--- src/rtl/clkupd_pkg.sv ---
package clkupd_pkg;
  localparam int WORD_W = 15;
  localparam int CHK_W  = 4;
  localparam int DATA_W = WORD_W - CHK_W;
  localparam int HOUR_W = 4;
  localparam int MIN_W  = 6;

  // Parity column of one word position. Check positions are unit
  // vectors; payload positions, from the top bit down, walk through
  // all vectors of weight 2, then 3, then 4, each group ascending.
  function automatic logic [CHK_W-1:0] hcol(input int bitpos);
    logic [CHK_W-1:0] r;
    int idx;
    int target;
    r = '0;
    if (bitpos < CHK_W) begin
      r[bitpos] = 1'b1;
    end else begin
      target = WORD_W - 1 - bitpos;
      idx = 0;
      for (int w = 2; w <= CHK_W; w++) begin
        for (int v = 1; v < (1 << CHK_W); v++) begin
          if ($countones(CHK_W'(v)) == w) begin
            if (idx == target) r = CHK_W'(v);
            idx++;
          end
        end
      end
    end
    return r;
  endfunction
endpackage

--- src/rtl/clkupd_syndrome.sv ---
module clkupd_syndrome
  import clkupd_pkg::*;
(
  input  logic [WORD_W-1:0] word,
  output logic [CHK_W-1:0]  syn
);
  logic [CHK_W-1:0] term [WORD_W];

  generate
    for (genvar b = 0; b < WORD_W; b++) begin : g_term
      assign term[b] = word[b] ? hcol(b) : '0;
    end
  endgenerate

  always_comb begin
    syn = '0;
    for (int b = 0; b < WORD_W; b++) syn = syn ^ term[b];
  end
endmodule

--- src/rtl/clkupd_corrector.sv ---
module clkupd_corrector
  import clkupd_pkg::*;
(
  input  logic [WORD_W-1:0] word,
  input  logic [CHK_W-1:0]  syn,
  output logic [WORD_W-1:0] fixed,
  output logic              flipped
);
  logic [WORD_W-1:0] leader;

  generate
    for (genvar b = 0; b < WORD_W; b++) begin : g_leader
      assign leader[b] = (syn == hcol(b));
    end
  endgenerate

  assign fixed   = word ^ leader;
  assign flipped = |syn;
endmodule

--- src/rtl/clkupd_unpack.sv ---
module clkupd_unpack
  import clkupd_pkg::*;
(
  input  logic [WORD_W-1:0] fixed,
  output logic [HOUR_W-1:0] hour,
  output logic [MIN_W-1:0]  minute,
  output logic              pm,
  output logic              legal
);
  localparam int PM_LSB   = CHK_W;
  localparam int MIN_LSB  = PM_LSB + 1;
  localparam int HOUR_LSB = MIN_LSB + MIN_W;

  assign hour   = fixed[HOUR_LSB +: HOUR_W];
  assign minute = fixed[MIN_LSB +: MIN_W];
  assign pm     = fixed[PM_LSB];
  assign legal  = (hour != '0) && (hour <= HOUR_W'(12)) && (minute <= MIN_W'(59));
endmodule

--- src/rtl/clkupd_clock.sv ---
module clkupd_clock
  import clkupd_pkg::*;
#(
  parameter int TICKS_PER_MIN = 60
) (
  input  logic              clk,
  input  logic              rst_n,
  input  logic              load,
  input  logic [HOUR_W-1:0] ld_hour,
  input  logic [MIN_W-1:0]  ld_min,
  input  logic              ld_pm,
  input  logic              tick,
  output logic [HOUR_W-1:0] hour,
  output logic [MIN_W-1:0]  minute,
  output logic              pm
);
  localparam int SEC_W = (TICKS_PER_MIN > 1) ? $clog2(TICKS_PER_MIN) : 1;
  localparam logic [SEC_W-1:0] SEC_LAST = SEC_W'(TICKS_PER_MIN - 1);

  logic [HOUR_W-1:0] hour_q, hour_d;
  logic [MIN_W-1:0]  min_q, min_d;
  logic              pm_q, pm_d;
  logic [SEC_W-1:0]  sec_q, sec_d;
  logic              clk_en;

  assign clk_en = load | tick;

  always_comb begin
    hour_d = hour_q;
    min_d  = min_q;
    pm_d   = pm_q;
    sec_d  = sec_q;
    if (load) begin
      hour_d = ld_hour;
      min_d  = ld_min;
      pm_d   = ld_pm;
      sec_d  = '0;
    end else if (tick) begin
      if (sec_q == SEC_LAST) begin
        sec_d = '0;
        if (min_q == MIN_W'(59)) begin
          min_d = '0;
          if (hour_q == HOUR_W'(12)) hour_d = HOUR_W'(1);
          else                       hour_d = hour_q + HOUR_W'(1);
          if (hour_q == HOUR_W'(11)) pm_d = ~pm_q;
        end else begin
          min_d = min_q + MIN_W'(1);
        end
      end else begin
        sec_d = sec_q + SEC_W'(1);
      end
    end
  end

  always_ff @(posedge clk or negedge rst_n) begin
    if (!rst_n) begin
      hour_q <= HOUR_W'(12);
      min_q  <= '0;
      pm_q   <= 1'b0;
      sec_q  <= '0;
    end else if (clk_en) begin
      hour_q <= hour_d;
      min_q  <= min_d;
      pm_q   <= pm_d;
      sec_q  <= sec_d;
    end
  end

  assign hour   = hour_q;
  assign minute = min_q;
  assign pm     = pm_q;
endmodule

--- src/rtl/clkupd_top.sv ---
module clkupd_top
  import clkupd_pkg::*;
#(
  parameter int TICKS_PER_MIN = 60
) (
  input  logic              clk,
  input  logic              rst_n,
  input  logic              cw_valid,
  input  logic [WORD_W-1:0] cw_word,
  input  logic              sec_tick,
  output logic [HOUR_W-1:0] hour_o,
  output logic [MIN_W-1:0]  minute_o,
  output logic              pm_o,
  output logic              err_fixed_o,
  output logic              bad_time_o
);
  // Reset: asserted asynchronously, released after two clock edges.
  logic [1:0] rst_pipe;
  logic       rst_sync_n;

  always_ff @(posedge clk or negedge rst_n) begin
    if (!rst_n) rst_pipe <= '0;
    else        rst_pipe <= {rst_pipe[0], 1'b1};
  end
  assign rst_sync_n = rst_pipe[1];

  logic [CHK_W-1:0]  syn;
  logic [WORD_W-1:0] fixed;
  logic              flipped;
  logic [HOUR_W-1:0] u_hour;
  logic [MIN_W-1:0]  u_min;
  logic              u_pm;
  logic              u_legal;
  logic              do_load;

  clkupd_syndrome u_syn (.word(cw_word), .syn(syn));

  clkupd_corrector u_cor (
    .word(cw_word), .syn(syn), .fixed(fixed), .flipped(flipped)
  );

  clkupd_unpack u_unp (
    .fixed(fixed), .hour(u_hour), .minute(u_min), .pm(u_pm), .legal(u_legal)
  );

  assign do_load = cw_valid & u_legal;

  clkupd_clock #(.TICKS_PER_MIN(TICKS_PER_MIN)) u_clk (
    .clk(clk), .rst_n(rst_sync_n), .load(do_load),
    .ld_hour(u_hour), .ld_min(u_min), .ld_pm(u_pm), .tick(sec_tick),
    .hour(hour_o), .minute(minute_o), .pm(pm_o)
  );

  logic err_q, err_d, bad_q, bad_d;

  always_comb begin
    err_d = cw_valid & flipped;
    bad_d = cw_valid & ~u_legal;
  end

  always_ff @(posedge clk or negedge rst_sync_n) begin
    if (!rst_sync_n) begin
      err_q <= 1'b0;
      bad_q <= 1'b0;
    end else begin
      err_q <= err_d;
      bad_q <= bad_d;
    end
  end

  assign err_fixed_o = err_q;
  assign bad_time_o  = bad_q;
endmodule


--- config.mk ---
export PLATFORM = sky130hd
export DESIGN_NAME = clkupd_top
export DESIGN_NICKNAME = d
export VERILOG_FILES = /design/src/rtl/clkupd_pkg.sv /design/src/rtl/clkupd_syndrome.sv /design/src/rtl/clkupd_corrector.sv /design/src/rtl/clkupd_unpack.sv /design/src/rtl/clkupd_clock.sv /design/src/rtl/clkupd_top.sv
export SDC_FILE = /design/constraint.sdc
export NUM_CORES = 1
export LEC_CHECK = 0
export BUFFER_PORTS_ARGS = -buffer_cell sky130_fd_sc_hd__buf_4
export CAP_MARGIN = 0
export CELL_PAD_IN_SITES_DETAIL_PLACEMENT = 0
export CELL_PAD_IN_SITES_GLOBAL_PLACEMENT = 2
export CORE_ASPECT_RATIO = 1.2
export CORE_MARGIN = 2
export CORE_UTILIZATION = 39
export DETAILED_ROUTE_END_ITERATION = 7
export PLACE_DENSITY_LB_ADDON = 0.1
export SYNTH_ARGS = -nofsm -noshare
export SYNTH_HDL_FRONTEND = slang
export SYNTH_SLANG_ARGS = --single-unit
--- constraint.sdc ---
create_clock -name clk -period 1.9 [get_ports clk]
set_input_delay 0.38 -clock clk [delete_from_list [all_inputs] [get_ports clk]]
set_output_delay 0.38 -clock clk [all_outputs]
set_load 0.01 [all_outputs]
==> reports/qor.csv <==
metric,value,unit
clock root buffer,clkbuf_8,
violated checks,negative setup slack,
RSZ-0062 raised after global routing,true,
synth warn,0,
CP startpoint kind,input pin,
Overflow after GRT,0,
P&R area growth vs syn,54.4,%
Routed Antenna Nets,0,
vias in the first global route,1796,
Least-Margin Pin Slew,0.738,ns
Unique masters post-synth,54,
Hold WC Path Type,reg -> async,
layout cells sized above 1,0.498,
LEAKAGE,1.36,nW
router iterations before antenna repair,4,
Via density,5.33,
area of the multi-input gates,1480,um^2
first-pass GRT wire length,8120,um
ys flop type,dfrtp_1,
status,"finished, violations left",
WP data required,2.07,ns
net count after synthesis,203,
DRC,0,
Final Critical Period,2.69,ns
# diodes,0,
Overall Global Routing Usage,0.195,
Worst setup EP type,flip-flop,
Iter 0 DRT Violations,52,
WS Path Type,in -> reg,
maximum fanout along the worst path,17,
Die Wd,67.7,um
Layout fillers,377,
final hold slack,0.303,ns
skew final,0.00652,ns
CTS Sinks,21,
power per cell area,1080,nW/um^2
mean instance size in the synthesized netlist,10.6,um^2
largest net degree at the start of global routing,20,
# port buffers,31,
Setup WS post-layout,-0.788,ns
count of boundary I/O pins,32,
DR vias,1786,
Post-synth EDFFs,0,
Die Height,80.5,um
FMAX,372,MHz
Seq. cell area,528,um^2
Skew-Pair Late Insertion Delay,0.25,ns
"Seq/Total Area, Yosys",0.278,
Num CTS Buffers,3,
#FFs+latches synth,21,
final period utilization,1.41,
power consumption,3.18,mW
Slew HR,0.508,
initial antenna violation count,0,
setup violators final,18,
"IR drop worst, VDD",687,uV
Clock Tree Buf Depth,2,
post-detail-place hpwl,3900,um
Nets,301,
Final Hold Fails,0,
max-cap viol count,0,
Final Max Slew Viols,0,
TritonCTS clock tree,done,
total die area,5450,um^2
routability cong.,0.832,
CTS H-Tree Depth,1,
synthesized area,1900,um^2
Initial Util,0.411,
"FFs w/ async S/R, synth",1.00,
setup TNS,-13.17,ns
DR WL/cell,15.5,um
CORE AREA,4630,um^2
Cells after Synth,180,
"Reg clk slew, reported paths",0.07,ns
worst path arrival time,2.86,ns
total wire length,5190,um
row count,27,
==> cell families (layout without fill, tap and decap cells) <==
group,count (synthesis),count (layout),share of synthesized area
XOR/XNOR,36,37,0.257
AND/OR/NAND/NOR,57,57,0.172
adder cells (fa/ha/maj),4,4,0.0263
multiplexers,16,16,0.0842
AO/OA/AOI/OAI,33,33,0.132
buffers and inverters,12,108,0.0493
other,1,1,0.00197
flip-flops,21,21,0.278
==> per-stage QoR <==
stage	utilization	cells	area (um^2)	setup slack, ns
2_1_floorplan	-	180	1920	-0.861
3_3_place_gp	0.560	318	2590	-1.07
3_5_place_dp	0.560	318	2590	-1.15
4_1_cts	0.612	332	2830	-0.796
5_1_grt	0.634	335	2940	-0.903
6_report	0.634	335	2940	-0.788
==> placed cells by master (no fill, tap or decap), drive strengths merged, types with 2 or more instances in the layout <==
cell type / netlist / routed
buf: 5 / 98
xnor2: 19 / 20
dfrtp: 19 / 19
mux2i: 16 / 16
nand2: 10 / 10
nor2: 10 / 10
xor2: 9 / 9
nor3: 9 / 9
a21oi: 7 / 7
nand3: 6 / 6
xnor3: 6 / 6
o21ai: 5 / 5
inv: 5 / 5
nor4: 5 / 5
nand4: 4 / 4
ha: 4 / 4
o31a: 4 / 4
and3: 3 / 3
nor2b: 3 / 3
clkbuf: 1 / 3
xor3: 2 / 2
a41oi: 2 / 2
a31o: 2 / 2
o41a: 2 / 2
dfstp: 2 / 2
a211oi: 2 / 2
nor4b: 2 / 2
==> state kept, by name (all words and copies together) (netlist names) <==
signal,flops
err_fixed_o,1
u_clk.sec_q,6
u_clk.hour,4
u_clk.pm,1
u_clk.minute,6
bad_time_o,1
rst_pipe,2
==> cells in the mapped netlist, types with 2 or more instances <==
master   instances  area share
nor3_1           8       0.021
a41oi_1          2      0.0092
xor3_1           2       0.025
xnor3_2          3       0.038
nor4_2           2       0.013
o31a_1           3       0.014
inv_1            5      0.0099
a31o_2           2      0.0092
nand2_1         10       0.020
xor2_1           8       0.037
nand4_1          4       0.013
buf_6            3       0.018
o21ai_0          5       0.013
and3_1           3      0.0099
dfrtp_1         19        0.25
nor2_1          10       0.020
o41a_1           2       0.012
nor4_1           3      0.0099
ha_1             4       0.026
xnor2_1         14       0.064
nand3_1          6       0.016
dfstp_2          2       0.028
nor2b_1          3      0.0099
xnor2_2          4       0.034
xnor3_1          3       0.036
a21oi_1          7       0.018
mux2i_1         16       0.084
==> report_power, final <==
part | switching (mW) | internal [mW] | leakage [nW]
registers | 0.139 | 0.619 | 0.256
logic | 0.977 | 1.18 | 1.08
clock network | 0.127 | 0.145 | 0.0255
total | 1.24 | 1.94 | 1.36
==> repair_timing <==
item,4_1_cts,5_1_grt
pin swaps,2,2
resized for setup,15,15
endpoints found under the hold margin,2,0
setup endpoints to repair,19,19
buffers inserted,9,3
hold buffers,1,0
gates cloned,1,0
==> path summary, 6_finish.rpt <==
path	cells after the start	start	endpoint	slack, ns
max	13	cw_word[8]	u_clk.hour[3]$_DFFE_PN1P_	-0.79
min	0	rst_pipe[1]$_DFF_PN0_	u_clk.sec_q[2]$_DFFE_PN0P_	0.30
max reg2reg	8	u_clk.minute[0]$_DFFE_PN0P_	u_clk.pm$_DFFE_PN0P_	-0.23
min reg2reg	0	rst_pipe[1]$_DFF_PN0_	u_clk.sec_q[2]$_DFFE_PN0P_	0.30
max in group asynchronous	0	rst_pipe[1]$_DFF_PN0_	u_clk.pm$_DFFE_PN0P_	1.13
min in group clk	0	rst_pipe[0]$_DFF_PN0_	rst_pipe[1]$_DFF_PN0_	0.36
==> per-layer routing <==
metal / vias to the layer above / global-route usage / routed length (um)
met5: - / 0 / 0
met4: 0 / 0.0531 / 79
met3: 6 / 0.0322 / 203
met2: 45 / 0.354 / 2820
met1: 877 / 0.231 / 2080
li1: 858 / - / -
==> cell type report <==
class,count,share of cell area
timing repair buffer,99,0.268
inverter,5,0.00639
tap,58,0.0247
multi-input combinational,148,0.505
sequential,21,0.180
clock inverter,1,0.00170
clock buffer,3,0.0141
==> critical path: stages <==
cell and delay (ns):
buf_6 0.09, buf_4 0.13, buf_6 0.13, xnor2_4 0.14, xnor2_2 0.25, buf_4 0.19, xnor2_2 0.10, nor3_1 0.28
mux2i_1 0.37, a211oi_2 0.11, nor4b_4 0.28, buf_12 0.21, mux2i_1 0.20
(Power assumes the default switching activity.)
